### config.mk
export PLATFORM = sky130hd
export DESIGN_NAME = bus_splitter
export DESIGN_NICKNAME = d
export VERILOG_FILES = /design/src/rtl/bus_splitter.sv
export SDC_FILE = /design/constraint.sdc
export NUM_CORES = 1
export LEC_CHECK = 0
export BUFFER_PORTS_ARGS = -buffer_cell sky130_fd_sc_hd__buf_4
export CORE_ASPECT_RATIO = 0.7
export CORE_UTILIZATION = 39
export DETAILED_ROUTE_END_ITERATION = 10
export GPL_TIMING_DRIVEN = 1
export PLACE_DENSITY = 0.88
export SYNTH_ARGS = -nofsm -noshare
export SYNTH_HDL_FRONTEND = slang
export SYNTH_SLANG_ARGS = --single-unit
export TNS_END_PERCENT = 100
### constraint.sdc
create_clock -name clk -period 1.06 [get_ports clk]
set_input_delay 0.159 -clock clk [delete_from_list [all_inputs] [get_ports clk]]
set_output_delay 0.159 -clock clk [all_outputs]
set_load 0.05 [all_outputs]
### src/rtl/bus_splitter.sv
module bus_splitter #(
  parameter int LO_W = 16,
  parameter int HI_W = 4
) (
  input  logic                 clk,
  input  logic                 rst_n,
  input  logic                 addr_strobe,
  input  logic [LO_W-1:0]      mux_ad_in,
  input  logic [HI_W-1:0]      upper_addr_in,
  input  logic                 hi_byte_en_n_in,
  input  logic                 mem_sel,
  input  logic                 read_n,
  input  logic                 write_n,
  input  logic                 xcvr_en_n,
  input  logic                 to_sys,
  output logic [LO_W-1:0]      mux_ad_out,
  output logic                 mux_ad_oe,
  output logic [LO_W+HI_W-1:0] sys_addr,
  output logic                 sys_hi_byte_en_n,
  input  logic [LO_W-1:0]      sys_data_in,
  output logic [LO_W-1:0]      sys_data_out,
  output logic                 sys_data_oe,
  output logic                 io_rd_n,
  output logic                 io_wr_n,
  output logic                 mem_rd_n,
  output logic                 mem_wr_n
);
  localparam int AW = LO_W + HI_W;
  localparam logic [2:0] CODE_IO_RD  = 3'd1;
  localparam logic [2:0] CODE_IO_WR  = 3'd2;
  localparam logic [2:0] CODE_MEM_RD = 3'd5;
  localparam logic [2:0] CODE_MEM_WR = 3'd6;

  // address holding register
  always_ff @(posedge clk) begin
    if (!rst_n) begin
      sys_addr         <= '0;
      sys_hi_byte_en_n <= 1'b1;
    end else if (addr_strobe) begin
      sys_addr         <= {upper_addr_in, mux_ad_in};
      sys_hi_byte_en_n <= hi_byte_en_n_in;
    end
  end

  // data buffer
  wire path_on = !xcvr_en_n;
  assign sys_data_oe  = path_on && to_sys;
  assign mux_ad_oe    = path_on && !to_sys;
  assign sys_data_out = sys_data_oe ? mux_ad_in   : '0;
  assign mux_ad_out   = mux_ad_oe   ? sys_data_in : '0;

  // command decode
  wire [2:0] code = {mem_sel, read_n, write_n};
  assign io_rd_n  = (code != CODE_IO_RD);
  assign io_wr_n  = (code != CODE_IO_WR);
  assign mem_rd_n = (code != CODE_MEM_RD);
  assign mem_wr_n = (code != CODE_MEM_WR);

  // capture lands right after a strobed edge
  assert_capture_R2: assert property (@(posedge clk) disable iff (!rst_n)
    addr_strobe |=> (sys_addr == $past({upper_addr_in, mux_ad_in}))
                    && (sys_hi_byte_en_n == $past(hi_byte_en_n_in)));

  // no strobe, no change
  assert_hold_R3: assert property (@(posedge clk) disable iff (!rst_n)
    !addr_strobe |=> $stable(sys_addr) && $stable(sys_hi_byte_en_n));

  assert_one_cmd_R5: assert property (@(posedge clk) disable iff (!rst_n)
    $onehot0({~io_rd_n, ~io_wr_n, ~mem_rd_n, ~mem_wr_n}));

  assert_no_cmd_R6: assert property (@(posedge clk) disable iff (!rst_n)
    (read_n == write_n) |-> (io_rd_n && io_wr_n && mem_rd_n && mem_wr_n));

  assert_one_side_R7: assert property (@(posedge clk) disable iff (!rst_n)
    $onehot0({sys_data_oe, mux_ad_oe}));

  assert_isolate_R9: assert property (@(posedge clk) disable iff (!rst_n)
    xcvr_en_n |-> (!sys_data_oe && !mux_ad_oe && sys_data_out == '0 && mux_ad_out == '0));

  initial assert (AW <= 32) else $error("address width over 32");
endmodule

==> results of run 1 <==
==> report_power, final <==
part | internal (uW) | switching, uW | total (uW) | leakage [uW]
sequential | 836 | 23.6 | 860 | 0.000173
clock | 267 | 241 | 508 | 0.0000228
combinational | 376 | 547 | 923 | 0.000856
total | 1480 | 811 | 2290 | 0.00105
==> routing by layer <==
layer,share of wire,track usage
met4,0.025,0.0913
met3,0.041,0.0495
met5,0,0
met2,0.58,0.433
met1,0.35,0.212
==> flip-flops by register name, summed over array words and instances (netlist names) <==
| register | cells |
|---|---|
| sys_hi_byte_en_n | 1 |
| sys_addr | 20 |
==> how the worst max path moves through the flow <==
stage | to | from | cells past startpoint | slack, ps
2_1_floorplan | mux_ad_out[10] | to_sys | 3 | 40
3_3_place_gp | io_rd_n | read_n | 3 | -20
3_5_place_dp | sys_data_out[3] | xcvr_en_n | 4 | -80
4_1_cts | sys_data_out[14] | to_sys | 5 | 0.7
5_1_grt | mux_ad_out[4] | to_sys | 5 | -10
6_report | sys_data_out[8] | to_sys | 5 | 6
==> worst register-to-register path, stage by stage, from the launching register on <==
cell	delay, ps
dfxtp_1	320
mux2i_1	140
nor2b_1	70
==> layout by cell type (no fill, tap or decap) <==
cell,instances
and2_1,14
and2_2,17
and2_4,1
buf_12,1
buf_4,75
buf_6,29
buf_8,2
clkbuf_1,1
clkbuf_8,3
dfxtp_1,21
mux2i_1,21
nand2_1,1
nand3b_1,2
nor2_2,1
nor2b_1,20
nor2b_4,1
or3b_4,2
==> cell type report <==
cell class,count,area (um^2),area share
flip-flops and latches,21,420,0.203
multi-input cells,80,621,0.300
well taps,34,42.5,0.0206
repair buffers,107,940,0.454
clock buffers,4,45.0,0.0218
==> stage by stage <==
stage | instances | hold WS, ps | TNS (ps) | total power, uW
6_report | 246 | 121 | 0 | 2290
5_1_grt | 246 | 126 | -36.4 | 2380
4_1_cts | 246 | 123 | 0 | 2260
3_5_place_dp | 241 | 393 | -1070 | 1740
3_3_place_gp | 241 | 374 | -205 | 1730
2_1_floorplan | 108 | 287 | 0 | 1440
==> cell families after synthesis <==
group,Yosys count
DFF,21
muxes,21
buffers and inverters,7
and+or+nand+nor,59
==> repair_timing <==
item	CTS	global route
setup buffers	1	0
hold buffers	0	0
setup endpoints to repair	18	25
gates resized for setup	9	27
==> results.py, run 1 <==
metrics = {
    "worst_setup_path": {
        "r2r_cells": 2,
        "cpPeakStageDelay_ps": 200,
        "critPathBufInv": 3,
        "critPathLaunchType": "primary input",
        "end_kind": "output port",
        "worst-setup-path-type": "in -> out",
        "crit_arrival_ps": 890,
        "critPathMaxFanout": 17,
        "reg2reg_to": "sys_addr[13]",
        "reg2reg_from": "sys_addr[13]",
        "r2r_slack_ps": 430,
        "critPathTopFamily": "buffers and inverters",
        "cp_slowest_cell": "and2_2",
        "worstPathCellList": "buf_4, nor2b_4, buf_12, and2_2, buf_6",
        "required_ps": 900,
    },
    "yosys": {
        "ys_top_cells_by_count": "32 x and2_1, 21 x dfxtp_1, 21 x mux2i_1",
        "synth_largest_area_cell": "dfxtp_1",
        "synth_warnings": 0,
        "synth_edf_count": 0,
        "synth_flop_cell": "dfxtp_1",
        "synthDistinctLibCells": 12,
        "synthSimpleGateAreaFrac": 0.349,
        "synth-xor-area-share": 0,
        "netlist_area_mm2": 0.00109,
        "syn_nets": 153,
        "post-synth-top-count-cell": "and2_1",
        "synth_top_cell_area_share": 0.384,
        "synth_top_family_by_area": "simple AND/OR/NAND/NOR gates",
        "async_flop_share": 0,
        "synthMuxAreaShare": 0.192,
        "synthAdderAreaFrac": 0,
        "synth.area.top_cells": "dfxtp_1 38%, mux2i_1 19%, and2_1 18%, nor2b_1 11%, buf_12 3.7%",
        "syn_avg_cell_area_um2": 10.1,
        "synth-compound-area-share": 0,
        "postSynthCellCount": 108,
        "synth-seq-cells": 21,
        "ys_seq_area_frac": 0.384,
    },
    "timing": {
        "rsz0062_at_grt": "true",
        "clock-skew-final_ps": 0,
        "setup-violations-final": 0,
        "min_period_over_period": 0.994,
        "slew-limit-headroom": 0.765,
        "slew_violations": 0,
        "worst_slack_ps": 6.17,
        "period_needed_ps": 1050,
        "hold_viol": 0,
        "fmax_mhz": 949,
        "worst_pin_slew_ps": 352,
    },
    "cells_and_area": {
        "layout-area-overhead-vs-synth_pct": 89.1,
        "final_area_mm2": 0.00207,
        "fin_nets": 258,
        "drive_gt1_frac": 0.623,
        "fillers": 172,
        "antennaDiodeCount": 0,
        "utilization": 0.810,
    },
    "placed_design": {
        "dp_slack_ps": -78.2,
        "hpwlAfterDp_mm": 2.58,
        "io_buffers": 103,
        "gp_congestion": 0.701,
        "dpl_cell_area_mm2": 0.00187,
    },
    "global_route": {
        "grtUsageTotal": 0.213,
        "grt_pass1_vias": 1054,
        "grt_pass1_wl_mm": 4.76,
        "grt_max_degree": 22,
        "grt_overflow": 0,
        "antenna_found_initial": 0,
    },
    "routing": {
        "ant_nets": 0,
        "firstDrtPassIters": 4,
        "viasPerCell": 4.56,
        "dr_total_vias": 1121,
        "remaining_drc_errors": 0,
        "routedWlPerCell_um": 14.3,
        "routed_wl_mm": 3.52,
        "drt_iter0_markers": 11,
    },
    "min_path": {
        "worstHoldStart": "hi_byte_en_n_in",
        "min_to": "sys_hi_byte_en_n",
        "hp-class": "in -> reg",
        "hold_path_depth": 3,
    },
    "cts": {
        "path_clk_slew_ps": 70,
        "clockRootBuffer": "clkbuf_8",
        "h-tree-depth": 1,
        "clk_latency_ps": 250,
        "numCtsBuffers": 3,
        "numClockSinks": 21,
        "clock_path_buffers": 2,
        "cts_tree": "done",
    },
    "die": {
        "die_x_um": 65.3,
        "io_pins": 104,
        "core_mm2": 0.00255,
        "start_util": 0.428,
        "dieArea_mm2": 0.00302,
        "die_h_um": 46.3,
        "rows": 15,
    },
    "pwr": {
        "powerDensity_mw_per_mm2": 1110,
        "max-vdd-ir-drop_mv": 0.890,
        "p_leak_uw": 0.00105,
    },
    "job": {
        "drv_cap": 0,
    },
    "run_status": {
        "status": "complete, no violations",
    },
}
Power figures use the tool's default switching activity.
==> inputs of run 2 (changes only) <==
CORE_UTILIZATION = 32   (was 39)
PLACE_DENSITY = 0.78   (was 0.88)
clock period = 0.95 ns   (was 1.06 ns; I/O delays follow)
==> results.py, run 2 (same netlist as run 1, synthesis figures left out) <==
metrics = {
    "pwr": {
        "p_leak_uw": 0.00113,
        "max-vdd-ir-drop_mv": 0.954,
        "powerDensity_mw_per_mm2": 1160,
        "p_total_uw": 2690,
    },
    "cts": {
        "cts_setup_buffers": 0,
        "numClockSinks": 21,
        "clockRootBuffer": "clkbuf_8",
        "cts_tree": "done",
        "clk_latency_ps": 260,
        "numCtsBuffers": 3,
        "clock_path_buffers": 2,
        "h-tree-depth": 1,
        "cts_hold_buf": 0,
        "path_clk_slew_ps": 80,
    },
    "timing": {
        "slew_violations": 0,
        "rsz0062_at_grt": "true",
        "hold_viol": 0,
        "slew-limit-headroom": 0.768,
        "worst_pin_slew_ps": 348,
        "worst_slack_ps": -18.2,
        "clock-skew-final_ps": 0,
        "setup-violations-final": 16,
        "fmax_mhz": 1030,
        "min_period_over_period": 1.02,
        "period_needed_ps": 968,
    },
    "cells_and_area": {
        "final_common_cell": "buf_4",
        "reg_top3": "sys_addr x20, sys_hi_byte_en_n x1",
        "fin_nets": 258,
        "largest-register": "sys_addr",
        "antennaDiodeCount": 0,
        "drive_gt1_frac": 0.736,
        "layout-area-overhead-vs-synth_pct": 113,
        "largest_reg_flops": 20,
        "final_cell_mix": "46 x buf_4, 37 x buf_6, 23 x buf_8",
    },
    "die": {
        "start_util": 0.340,
        "rows": 17,
        "die_h_um": 50.9,
        "die_x_um": 71.9,
        "io_pins": 104,
        "core_mm2": 0.00321,
        "dieArea_mm2": 0.00366,
    },
    "worst_setup_path": {
        "crit_arrival_ps": 830,
        "critPathLaunchType": "primary input",
        "r2r_cells": 2,
        "critPathMaxFanout": 12,
        "worst-setup-path-type": "in -> out",
        "required_ps": 810,
        "r2r_slack_ps": 250,
        "end_kind": "output port",
    },
    "routing": {
        "routedWlPerCell_um": 13.4,
        "routed_wl_mm": 3.47,
        "dr_total_vias": 1131,
        "remaining_drc_errors": 0,
        "viasPerCell": 4.37,
        "ant_nets": 0,
        "drt_iter0_markers": 13,
        "firstDrtPassIters": 2,
    },
    "global_route": {
        "grt_max_degree": 22,
        "grt_pass1_wl_mm": 5.21,
        "grt_pass1_vias": 1130,
        "antenna_found_initial": 0,
        "grtUsageTotal": 0.187,
        "grt_overflow": 0,
    },
    "placed_design": {
        "dp_slack_ps": -122,
        "io_buffers": 103,
        "hpwlAfterDp_mm": 2.44,
        "gp_congestion": 0.683,
    },
    "job": {
        "drv_cap": 0,
    },
    "run_status": {
        "status": "finished with violations",
        "violations": "setup timing",
    },
    "min_path": {
        "hp-class": "in -> reg",
        "hold_path_depth": 3,
    },
}
run 2: cell count changes in the layout (fill, tap and decap cells not counted), sizes merged:
cell      change
clkbuf        -1
clkinvlp      +1
run 2: power breakdown:
part / leakage, uW / internal [uW] / switching, uW / total [uW]
logic: 0.000927 / 507 / 622 / 1130
registers: 0.000178 / 941 / 36.2 / 977
clock network: 0.0000217 / 296 / 290 / 586
total: 0.00113 / 1740 / 948 / 2690
run 2: layout make-up:
type                       instances  area [um^2]
clock buffer                       3         41.3
multi-input combinational         80          651
tap                               47         58.8
sequential                        21          439
clock inverter                     1         7.51
timing repair buffer             107         1130
fill                             228          887
run 2: what timing repair did:
action	CTS	global route
gates cloned	0	0
pin swaps	4	4
endpoints found under the setup margin	43	53
gates resized for setup	68	40
run 2: stage by stage:
step	instances	instance area (um^2)	hold WS, ps	utilization	TNS, ps
floorplan	108	1130	271	-	-350
global placement	255	1920	357	0.598	-1390
detailed placement	255	1920	375	0.598	-2040
CTS	259	2210	102	0.689	-220
global route	259	2320	108	0.724	-1130
finish	259	2320	108	0.724	-187
run 2: worst paths after layout:
path,startpoint,end
max,to_sys,sys_data_out[10]
min,hi_byte_en_n_in,sys_hi_byte_en_n
max reg2reg,sys_addr[10],sys_addr[10]
min reg2reg,sys_hi_byte_en_n,sys_hi_byte_en_n
run 2: metal layers:
metal,share of wire,global-route usage
met4,0.011,0.0392
met3,0.048,0.0513
met1,0.35,0.192
met2,0.59,0.379
met5,0,0
run 2: critical path, cell delays in order:
cell	delay, ps
buf_6	70
nor2b_4	170
buf_12	150
and2_4	150
buf_8	140
